File: config.mk
export PLATFORM = sky130hd
export DESIGN_NAME = flash_seq_engine
export DESIGN_NICKNAME = d
export VERILOG_FILES = /design/src/rtl/fseq_pkg.sv /design/src/rtl/fseq_table.sv /design/src/rtl/fseq_fifo.sv /design/src/rtl/fseq_shifter.sv /design/src/rtl/flash_seq_engine.sv
export SDC_FILE = /design/constraint.sdc
export NUM_CORES = 2
export LEC_CHECK = 0
export BUFFER_PORTS_ARGS = -buffer_cell sky130_fd_sc_hd__buf_2
export CAP_MARGIN = 10
export CORE_MARGIN = 2
export CORE_UTILIZATION = 51
export CTS_BUF_LIST = sky130_fd_sc_hd__clkbuf_4 sky130_fd_sc_hd__clkbuf_8
export CTS_CLUSTER_SIZE = 16
export DETAILED_ROUTE_END_ITERATION = 6
export PLACE_DENSITY_LB_ADDON = 0.12
export SLEW_MARGIN = 20
export SYNTH_ARGS = -nofsm -noshare
export SYNTH_HDL_FRONTEND = slang
export SYNTH_SLANG_ARGS = --single-unit
File: constraint.sdc
create_clock -name clk -period 10.6 [get_ports clk]
set_input_delay 1.06 -clock clk [delete_from_list [all_inputs] [get_ports clk]]
set_output_delay 1.06 -clock clk [all_outputs]
set_load 0.01 [all_outputs]
File: src/rtl/fseq_pkg.sv
package fseq_pkg;

    localparam logic [5:0] OP_STOP  = 6'd0;
    localparam logic [5:0] OP_CMD   = 6'd1;
    localparam logic [5:0] OP_ADDR  = 6'd2;
    localparam logic [5:0] OP_DUMMY = 6'd3;
    localparam logic [5:0] OP_MODE  = 6'd4;
    localparam logic [5:0] OP_READ  = 6'd7;
    localparam logic [5:0] OP_WRITE = 6'd8;

    typedef struct packed {
        logic [5:0] op;
        logic [1:0] pad;
        logic [7:0] opr;
    } instr_t;

    typedef enum logic [1:0] {
        DIR_OUT  = 2'd0,
        DIR_IN   = 2'd1,
        DIR_NONE = 2'd2
    } dir_e;

    typedef enum logic [2:0] {
        ST_IDLE  = 3'd0,
        ST_FETCH = 3'd1,
        ST_DATA  = 3'd2,
        ST_WAIT  = 3'd3,
        ST_END   = 3'd4
    } st_e;

    function automatic logic [3:0] lane_mask(input logic [1:0] pad);
        case (pad)
            2'd0:    lane_mask = 4'b0001;
            2'd1:    lane_mask = 4'b0011;
            default: lane_mask = 4'b1111;
        endcase
    endfunction

endpackage

File: src/rtl/fseq_table.sv
module fseq_table #(
    parameter int WORDS = 64,
    parameter int AW    = $clog2(WORDS)
) (
    input  logic          clk,
    input  logic          rst_n,
    input  logic          we,
    input  logic [AW-1:0] waddr,
    input  logic [31:0]   wdata,
    input  logic [AW-1:0] raddr,
    output logic [31:0]   rdata
);

    logic [31:0] mem_q [WORDS];

    always_ff @(posedge clk or negedge rst_n) begin
        if (!rst_n) begin
            for (int i = 0; i < WORDS; i++) begin
                mem_q[i] <= '0;
            end
        end else if (we) begin
            mem_q[waddr] <= wdata;
        end
    end

    assign rdata = mem_q[raddr];

endmodule

File: src/rtl/fseq_fifo.sv
module fseq_fifo #(
    parameter int DEPTH = 16,
    parameter int W     = 8,
    localparam int PW   = $clog2(DEPTH),
    localparam int LW   = $clog2(DEPTH + 1)
) (
    input  logic          clk,
    input  logic          rst_n,
    input  logic          push,
    input  logic [W-1:0]  din,
    input  logic          pop,
    input  logic          flush,
    output logic [W-1:0]  dout,
    output logic [LW-1:0] level,
    output logic          empty,
    output logic          full
);

    typedef struct packed {
        logic [PW-1:0] rd;
        logic [PW-1:0] wr;
        logic [LW-1:0] lvl;
    } fifo_t;

    fifo_t       st_d, st_q;
    logic [W-1:0] mem_q [DEPTH];
    logic        do_push, do_pop;

    function automatic logic [PW-1:0] bump(input logic [PW-1:0] p);
        bump = (32'(p) == DEPTH - 1) ? '0 : p + 1'b1;
    endfunction

    assign empty   = (st_q.lvl == '0);
    assign full    = (32'(st_q.lvl) == DEPTH);
    assign do_push = push && !full;
    assign do_pop  = pop && !empty;

    always_comb begin
        st_d = st_q;
        if (flush) begin
            st_d = '0;
        end else begin
            if (do_push) st_d.wr = bump(st_q.wr);
            if (do_pop)  st_d.rd = bump(st_q.rd);
            case ({do_push, do_pop})
                2'b10:   st_d.lvl = st_q.lvl + 1'b1;
                2'b01:   st_d.lvl = st_q.lvl - 1'b1;
                default: st_d.lvl = st_q.lvl;
            endcase
        end
    end

    always_ff @(posedge clk or negedge rst_n) begin
        if (!rst_n) st_q <= '0;
        else        st_q <= st_d;
    end

    always_ff @(posedge clk) begin
        if (do_push && !flush) mem_q[st_q.wr] <= din;
    end

    assign dout  = mem_q[st_q.rd];
    assign level = st_q.lvl;

    // the fill level never exceeds the storage
    a_r7_level_bound: assert property (@(posedge clk) disable iff (!rst_n)
        32'(st_q.lvl) <= DEPTH);

    // a pop request on an empty queue leaves the level at zero
    a_r6_no_underflow: assert property (@(posedge clk) disable iff (!rst_n)
        (empty && !push && !flush) |=> empty);

endmodule

File: src/rtl/fseq_shifter.sv
module fseq_shifter
    import fseq_pkg::*;
#(
    parameter int NB_W = 7,
    parameter int MAX_BEATS = 64
) (
    input  logic            clk,
    input  logic            rst_n,
    input  logic            start,
    input  dir_e            dir,
    input  logic [1:0]      pad,
    input  logic [NB_W-1:0] nbeats,
    input  logic [7:0]      byte_in,
    input  logic [3:0]      io_in,
    output logic            done,
    output logic [7:0]      byte_out,
    output logic            sclk,
    output logic [3:0]      io_out,
    output logic [3:0]      io_oe
);

    typedef struct packed {
        logic            active;
        logic            phase;
        logic [NB_W-1:0] cnt;
        logic [7:0]      sr;
        dir_e            dir;
        logic [1:0]      pad;
        logic            done;
    } shf_t;

    shf_t       s_d, s_q;
    logic [7:0] shifted;
    logic [3:0] mask;
    logic [3:0] bits;

    always_comb begin
        case (s_q.pad)
            2'd0:    shifted = {s_q.sr[6:0], io_in[1]};
            2'd1:    shifted = {s_q.sr[5:0], io_in[1:0]};
            default: shifted = {s_q.sr[3:0], io_in};
        endcase
        case (s_q.pad)
            2'd0:    bits = {3'b000, s_q.sr[7]};
            2'd1:    bits = {2'b00, s_q.sr[7:6]};
            default: bits = s_q.sr[7:4];
        endcase
    end

    always_comb begin
        s_d      = s_q;
        s_d.done = 1'b0;
        if (!s_q.active) begin
            if (start) begin
                s_d.active = 1'b1;
                s_d.phase  = 1'b0;
                s_d.cnt    = nbeats;
                s_d.sr     = byte_in;
                s_d.dir    = dir;
                s_d.pad    = pad;
            end
        end else if (!s_q.phase) begin
            s_d.phase = 1'b1;
        end else begin
            s_d.phase = 1'b0;
            s_d.sr    = shifted;
            s_d.cnt   = s_q.cnt - 1'b1;
            if (s_q.cnt == NB_W'(1)) begin
                s_d.active = 1'b0;
                s_d.done   = 1'b1;
            end
        end
    end

    always_ff @(posedge clk or negedge rst_n) begin
        if (!rst_n) begin
            s_q     <= '0;
            s_q.dir <= DIR_NONE;
        end else begin
            s_q <= s_d;
        end
    end

    assign mask     = lane_mask(s_q.pad);
    assign io_oe    = (s_q.active && s_q.dir == DIR_OUT) ? mask : 4'b0000;
    assign io_out   = bits & io_oe;
    assign sclk     = s_q.active && s_q.phase;
    assign done     = s_q.done;
    assign byte_out = s_q.sr;

    // no beat count of zero or above the dummy cap is accepted
    a_r5_beats_bound: assert property (@(posedge clk) disable iff (!rst_n)
        (start && !s_q.active) |-> (nbeats != '0 && 32'(nbeats) <= MAX_BEATS));

    // each serial clock high phase lasts one system clock
    a_r3_sclk_pulse: assert property (@(posedge clk) disable iff (!rst_n)
        sclk |=> !sclk);

endmodule

File: src/rtl/flash_seq_engine.sv
module flash_seq_engine
    import fseq_pkg::*;
#(
    parameter int SEQS        = 16,
    parameter int SEQ_WORDS   = 4,
    parameter int FIFO_DEPTH  = 16,
    parameter int CNT_W       = 16,
    parameter int MAX_DUMMY   = 64,
    parameter bit SMALL_WRITE = 1'b1,
    parameter int TX_MIN      = 16,
    localparam int SEQ_W      = $clog2(SEQS),
    localparam int TBL_AW     = $clog2(SEQS * SEQ_WORDS),
    localparam int IP_W       = $clog2(SEQ_WORDS * 2),
    localparam int LW         = $clog2(FIFO_DEPTH + 1),
    localparam int NB_W       = $clog2(MAX_DUMMY + 1),
    localparam int SEQ_LSB    = 24,
    localparam int TX_START   = SMALL_WRITE ? TX_MIN : 1
) (
    input  logic              clk,
    input  logic              rst_n,
    input  logic              tbl_we,
    input  logic [TBL_AW-1:0] tbl_addr,
    input  logic [31:0]       tbl_wdata,
    input  logic              trig_we,
    input  logic [31:0]       trig_wdata,
    output logic              busy,
    input  logic              tx_push,
    input  logic [7:0]        tx_byte,
    output logic              tx_full,
    input  logic              rx_pop,
    output logic [7:0]        rx_byte,
    output logic              rx_valid,
    output logic              fl_sclk,
    output logic              fl_cs_n,
    output logic [3:0]        fl_io_out,
    output logic [3:0]        fl_io_oe,
    input  logic [3:0]        fl_io_in
);

    typedef struct packed {
        st_e              st;
        logic [SEQ_W-1:0] seq;
        logic [IP_W-1:0]  ip;
        logic [CNT_W-1:0] cnt;
        logic [CNT_W-1:0] rem;
        logic             rd;
        logic             data;
        logic [1:0]       dpad;
    } eng_t;

    eng_t eng_d, eng_q;

    logic [31:0]     tbl_word;
    instr_t          ins;
    logic            shf_start, shf_done, adv;
    dir_e            shf_dir;
    logic [1:0]      shf_pad;
    logic [NB_W-1:0] shf_nb;
    logic [7:0]      shf_byte, shf_rx;
    logic            tx_pop, tx_flush, tx_empty;
    logic [7:0]      tx_head;
    logic [LW-1:0]   tx_level;
    logic            rx_push, rx_full, rx_empty;
    logic [LW-1:0]   rx_level;
    logic            unused_sig;

    assign unused_sig = ^{trig_wdata[31:SEQ_LSB+SEQ_W], trig_wdata[SEQ_LSB-1:CNT_W], rx_level};

    function automatic logic [NB_W-1:0] beats_per_byte(input logic [1:0] pad);
        case (pad)
            2'd0:    beats_per_byte = NB_W'(8);
            2'd1:    beats_per_byte = NB_W'(4);
            default: beats_per_byte = NB_W'(2);
        endcase
    endfunction

    fseq_table #(.WORDS(SEQS * SEQ_WORDS), .AW(TBL_AW)) u_table (
        .clk   (clk),
        .rst_n (rst_n),
        .we    (tbl_we),
        .waddr (tbl_addr),
        .wdata (tbl_wdata),
        .raddr ({eng_q.seq, eng_q.ip[IP_W-1:1]}),
        .rdata (tbl_word)
    );

    assign ins = eng_q.ip[0] ? instr_t'(tbl_word[31:16]) : instr_t'(tbl_word[15:0]);

    fseq_fifo #(.DEPTH(FIFO_DEPTH), .W(8)) u_txq (
        .clk   (clk),
        .rst_n (rst_n),
        .push  (tx_push),
        .din   (tx_byte),
        .pop   (tx_pop),
        .flush (tx_flush),
        .dout  (tx_head),
        .level (tx_level),
        .empty (tx_empty),
        .full  (tx_full)
    );

    fseq_fifo #(.DEPTH(FIFO_DEPTH), .W(8)) u_rxq (
        .clk   (clk),
        .rst_n (rst_n),
        .push  (rx_push),
        .din   (shf_rx),
        .pop   (rx_pop),
        .flush (1'b0),
        .dout  (rx_byte),
        .level (rx_level),
        .empty (rx_empty),
        .full  (rx_full)
    );

    fseq_shifter #(.NB_W(NB_W), .MAX_BEATS(MAX_DUMMY)) u_shf (
        .clk      (clk),
        .rst_n    (rst_n),
        .start    (shf_start),
        .dir      (shf_dir),
        .pad      (shf_pad),
        .nbeats   (shf_nb),
        .byte_in  (shf_byte),
        .io_in    (fl_io_in),
        .done     (shf_done),
        .byte_out (shf_rx),
        .sclk     (fl_sclk),
        .io_out   (fl_io_out),
        .io_oe    (fl_io_oe)
    );

    always_comb begin
        eng_d     = eng_q;
        shf_start = 1'b0;
        shf_dir   = DIR_NONE;
        shf_pad   = ins.pad;
        shf_nb    = beats_per_byte(ins.pad);
        shf_byte  = ins.opr;
        tx_pop    = 1'b0;
        tx_flush  = 1'b0;
        rx_push   = 1'b0;
        adv       = 1'b0;

        case (eng_q.st)
            ST_IDLE: begin
                if (trig_we) begin
                    eng_d.st  = ST_FETCH;
                    eng_d.seq = trig_wdata[SEQ_LSB +: SEQ_W];
                    eng_d.ip  = '0;
                    eng_d.cnt = trig_wdata[CNT_W-1:0];
                end
            end
            ST_FETCH: begin
                case (ins.op)
                    OP_CMD, OP_ADDR, OP_MODE: begin
                        shf_start  = 1'b1;
                        shf_dir    = DIR_OUT;
                        eng_d.data = 1'b0;
                        eng_d.st   = ST_WAIT;
                    end
                    OP_DUMMY: begin
                        if (ins.opr == 8'd0) begin
                            adv = 1'b1;
                        end else begin
                            shf_start  = 1'b1;
                            shf_dir    = DIR_NONE;
                            shf_nb     = (32'(ins.opr) > MAX_DUMMY) ? NB_W'(MAX_DUMMY)
                                                                   : NB_W'(ins.opr);
                            eng_d.data = 1'b0;
                            eng_d.st   = ST_WAIT;
                        end
                    end
                    OP_READ: begin
                        if (eng_q.cnt == '0) begin
                            adv = 1'b1;
                        end else begin
                            eng_d.st   = ST_DATA;
                            eng_d.rem  = eng_q.cnt;
                            eng_d.rd   = 1'b1;
                            eng_d.dpad = ins.pad;
                        end
                    end
                    OP_WRITE: begin
                        if (eng_q.cnt == '0) begin
                            adv = 1'b1;
                        end else if (32'(tx_level) >= TX_START) begin
                            eng_d.st   = ST_DATA;
                            eng_d.rem  = eng_q.cnt;
                            eng_d.rd   = 1'b0;
                            eng_d.dpad = ins.pad;
                        end
                    end
                    default: eng_d.st = ST_END;
                endcase
            end
            ST_DATA: begin
                shf_pad = eng_q.dpad;
                shf_nb  = beats_per_byte(eng_q.dpad);
                if (eng_q.rd) begin
                    if (!rx_full) begin
                        shf_start  = 1'b1;
                        shf_dir    = DIR_IN;
                        eng_d.data = 1'b1;
                        eng_d.st   = ST_WAIT;
                    end
                end else if (!tx_empty) begin
                    shf_start  = 1'b1;
                    shf_dir    = DIR_OUT;
                    shf_byte   = tx_head;
                    tx_pop     = 1'b1;
                    eng_d.data = 1'b1;
                    eng_d.st   = ST_WAIT;
                end
            end
            ST_WAIT: begin
                if (shf_done) begin
                    if (eng_q.data) begin
                        rx_push = eng_q.rd;
                        if (eng_q.rem > CNT_W'(1)) begin
                            eng_d.rem = eng_q.rem - 1'b1;
                            eng_d.st  = ST_DATA;
                        end else begin
                            adv = 1'b1;
                        end
                    end else begin
                        adv = 1'b1;
                    end
                end
            end
            ST_END: begin
                tx_flush = 1'b1;
                eng_d.st = ST_IDLE;
            end
            default: eng_d.st = ST_IDLE;
        endcase

        if (adv) begin
            if (eng_q.ip == IP_W'(SEQ_WORDS * 2 - 1)) begin
                eng_d.st = ST_END;
            end else begin
                eng_d.ip = eng_q.ip + 1'b1;
                eng_d.st = ST_FETCH;
            end
        end
    end

    always_ff @(posedge clk or negedge rst_n) begin
        if (!rst_n) begin
            eng_q    <= '0;
            eng_q.st <= ST_IDLE;
        end else begin
            eng_q <= eng_d;
        end
    end

    assign busy     = (eng_q.st != ST_IDLE);
    assign fl_cs_n  = (eng_q.st == ST_IDLE) || (eng_q.st == ST_END);
    assign rx_valid = !rx_empty;

    // chip select is only low while the engine reports busy
    a_r10_cs_needs_busy: assert property (@(posedge clk) disable iff (!rst_n)
        !fl_cs_n |-> busy);

    // the bus is quiet when the engine is idle
    a_r10_idle_quiet: assert property (@(posedge clk) disable iff (!rst_n)
        !busy |-> (!fl_sclk && fl_io_oe == 4'b0000));

    // a start write during a program does not change the program
    a_r10_trig_ignored: assert property (@(posedge clk) disable iff (!rst_n)
        (busy && trig_we) |=> $stable(eng_q.seq));

    // output enables form one of the lane patterns or none
    a_r3_oe_shape: assert property (@(posedge clk) disable iff (!rst_n)
        $onehot0({1'b0, fl_io_oe} + 5'd1));

    // the shifter never finishes a read byte into a full receive queue
    a_r6_rx_room: assert property (@(posedge clk) disable iff (!rst_n)
        rx_push |-> !rx_full);

endmodule

==> results by group <==
STA
  • Final Hold Fails: 0
  • Max-slew violations: 0
  • Setup TNS: 0 ps
  • Relative slew margins: 0.1994
  • Setup violators final: 0
  • Tightest Pin Transition: 1201 ps
  • Maximum clock rate: 0.1568 GHz
  • RSZ-0062 raised after global routing: no
  • Final Skew: 63.42 ps
  • Period Utilization, post-route: 0.6016
  • Minimum clock period: 6377 ps

Place
  • Routability Congestion: 0.8264
  • Port Buffers: 96
  • DP Wirelength: 176,600 um

Routing
  • Via density: about 6
  • Initial DRT Pass Iterations: 5
  • Via count: 63,250
  • DRC Markers: 0
  • Final ANT Viol Nets: 0
  • Post-Route WL: a little over 300,000 um
  • Initial DRC count: about 4,900
  • Wire per inst: 29.57 um

Yosys
  • XOR/XNOR share of the synthesized area: 0.001704
  • Post-synth EDFFs: 256
  • Yosys reg bits: 2,398
  • Register area share after synthesis: 0.5677
  • Main synth FF type: dfrtp_1
  • Mapped Area: about 110,000 um2
  • Synth warn: 0
  • Top-area cell type share of the netlist area: 0.4962
  • Synthesized netlist cell count: between 7,000 and 8,000
  • Cell taking the most area after synthesis: dfrtp_1
  • Multiplexer share of the synthesized area: 0.3410
  • Post-Synth Simple-Gate Area: 0.02991
  • Netlist cell types: just under 80
  • Synthesized area per cell: approximately 15 um2
  • Main combinational cell family by area after synthesis: multiplexers
  • Synth Area in Adders: 0.003036
  • Synth top area cells: dfrtp_1 (50%), mux2_2 (22%), mux4_2 (10%)
  • Fraction of registers with async set/reset: 0.8932
  • Compound-Gate Fraction of Synth Area: 0.03013
  • Syn_nets: 7,247

Clock network
  • CTS Buf Count: 410
  • Clock Latency Late Sink: 1060 ps
  • CTS resizes: 0
  • H-tree depth: 5
  • Clock Tree Buf Depth: 4
  • CTS tree: done
  • Clk sinks: 2,398
  • Post-CTS Setup Repair Bufs: 0
  • # hold bufs at CTS: 1
  • Clock transition at path regs: 60 ps
  • Root Buffer: clkbuf_8

Critical path
  • CP startpoint kind: flop
  • CP required: 11,550 ps
  • Arr. time, crit path: 7320 ps
  • Worst setup path end: eng_q[7]
  • Critical path class: flop to flop
  • CP endpoint kind: flop
  • Critical path startpoint: eng_q[41]
  • R2r setup slk: 4220 ps
  • Critical R2R Launch: eng_q[41]
  • Reg2Reg Depth: 13
  • Reg2Reg Capture Point: eng_q[7]
  • Crit path max fanout: 32

GRT
  • Largest net degree at the start of global routing: about 180
  • First-pass GRT wire length: 449,900 um
  • Congestion Overflow GR: 0
  • Tot GR Track Use: 0.2829
  • Vias in the first global route: 66,420
  • Initial antenna violation count: 16

Worst hold path
  • Worst Hold Class: input port to flop

Floorplanning
  • Initial Utilization: 0.5141
  • Die width: 464.1 um
  • Core Area: 210,000 um2
  • Die footprint: 215,400 um2
  • Boundary Pins: roughly 110
  • # rows: 168
  • Chip height: 464.1 um

Layout
  • Multi-input gate area: around 44,000 um2
  • Most frequent cells in the layout: dfrtp_1 (2,134), mux2_2 (2,078), clkbuf_8 (507)
  • Share of cells above drive strength 1: 0.4872
  • Layout area overhead: 10.88%
  • Fillers: 16,640
  • Most common cell after layout, fill and taps aside: dfrtp_1
  • Register area: 61,310 um2
  • Final nets: 7,265

Pwr
  • Maximum VDD drop: ~0.17 mV
  • Pwr dens: 215.5 nW/um2
  • Pleak: 53.57 nW
  • Total power: 25.80 mW

Status
  • Status: finished, final reports clean

Job
  • Maxcap violations: 0
==> final cells by class <==
cell class	count	share of cell area
multi-input cells	4034	0.3688
inverters	37	0.001181
repair buffers	271	0.01781
clock inverters	54	0.003282
well taps	2805	0.02932
diodes	6	0.0001254
clock buffers	652	0.06738
flip-flops and latches	2398	0.5121
==> per-stage QoR <==
step	util	instances	hold slack (ps)	setup slack [ps]	area, um2
final	0.5701	10260	189.5	4223	119700
after floorplan	-	7134	449.6	6366	108000
after detailed placement	0.5291	9540	474.5	4166	111100
after global routing	0.5701	10260	105.6	3949	119700
after CTS	0.5694	10250	57.48	4178	119600
after global placement	0.5289	9538	473.3	4216	111100
==> state kept, by name, indices dropped and copies added, names as in the netlist <==
signal and flops:
eng_q 46, u_rxq.level 5, u_rxq.mem_q 128, u_rxq.st_q 8, u_shf.byte_out 8, u_shf.done 1
u_shf.s_q 13, u_table.mem_q 2048, u_txq.level 5, u_txq.mem_q 128, u_txq.st_q 8
==> cell families after synthesis <==
family / after synthesis
mux: 2816
flops: 2398
buf+inv: 702
simple gates: 700
compound gates: 472
fa+ha+maj: 25
xor+xnor: 21
==> layer usage <==
metal,global-route usage,vias up,share of wire
met5,0,-,0.00015
met4,0.1009,6,0.035
met3,0.04413,579,0.047
met2,0.4571,1721,0.48
met1,0.3905,34340,0.44
li1,-,26600,-
==> worst min-delay path by stage <==
stage / startpoint / endpoint / slack, ps / cells past startpoint
finish: trig_wdata[12] / eng_q[32] / 190 / 3
global route: trig_wdata[2] / eng_q[22] / 110 / 3
CTS: trig_wdata[2] / eng_q[22] / 60 / 3
detailed placement: u_rxq.level[4] / u_rxq.level[4] / 470 / 1
global placement: u_rxq.level[4] / u_rxq.level[4] / 470 / 1
floorplan: u_rxq.level[4] / u_rxq.level[4] / 450 / 1
==> report_power, final <==
group / switching, mW / internal [mW]
Sequential: 0.874 / 10.6
Combinational: 3.11 / 2.62
Clock: 3.72 / 4.88
==> synthesized netlist by cell type, types with 12 or more instances <==
| master | number |
|---|---|
| dfrtp_1 | 2141 |
| mux2_2 | 2078 |
| mux4_2 | 481 |
| clkbuf_1 | 391 |
| edfxtp_1 | 256 |
| mux2i_1 | 254 |
| nand2_1 | 232 |
| nor2_1 | 185 |
| buf_1 | 165 |
| nor3_1 | 104 |
| a21oi_1 | 86 |
| buf_2 | 85 |
| o21ai_0 | 85 |
| a22oi_1 | 71 |
| a221oi_1 | 37 |
| inv_1 | 35 |
| nand3_1 | 33 |
| nand2b_1 | 31 |
| o221ai_1 | 29 |
| a211oi_1 | 27 |
| nor4_1 | 24 |
| ha_1 | 23 |
| o22ai_1 | 23 |
| a2111oi_0 | 15 |
| xnor2_1 | 15 |
| buf_4 | 14 |
| a21o_1 | 12 |
| o31ai_1 | 12 |
| or3_1 | 12 |
==> worst max-delay path, stage by stage, from the launching register on <==
cell	delay, ps
dfrtp_4	610
buf_4	340
inv_4	460
buf_4	750
mux4_2	650
mux4_2	500
mux2i_2	890
and4bb_2	440
a21oi_1	70
nor4_2	200
o211ai_2	250
nand2b_2	480
o21ai_0	190
a22o_1	270
Note: power is estimated with default switching activity, not from simulation.
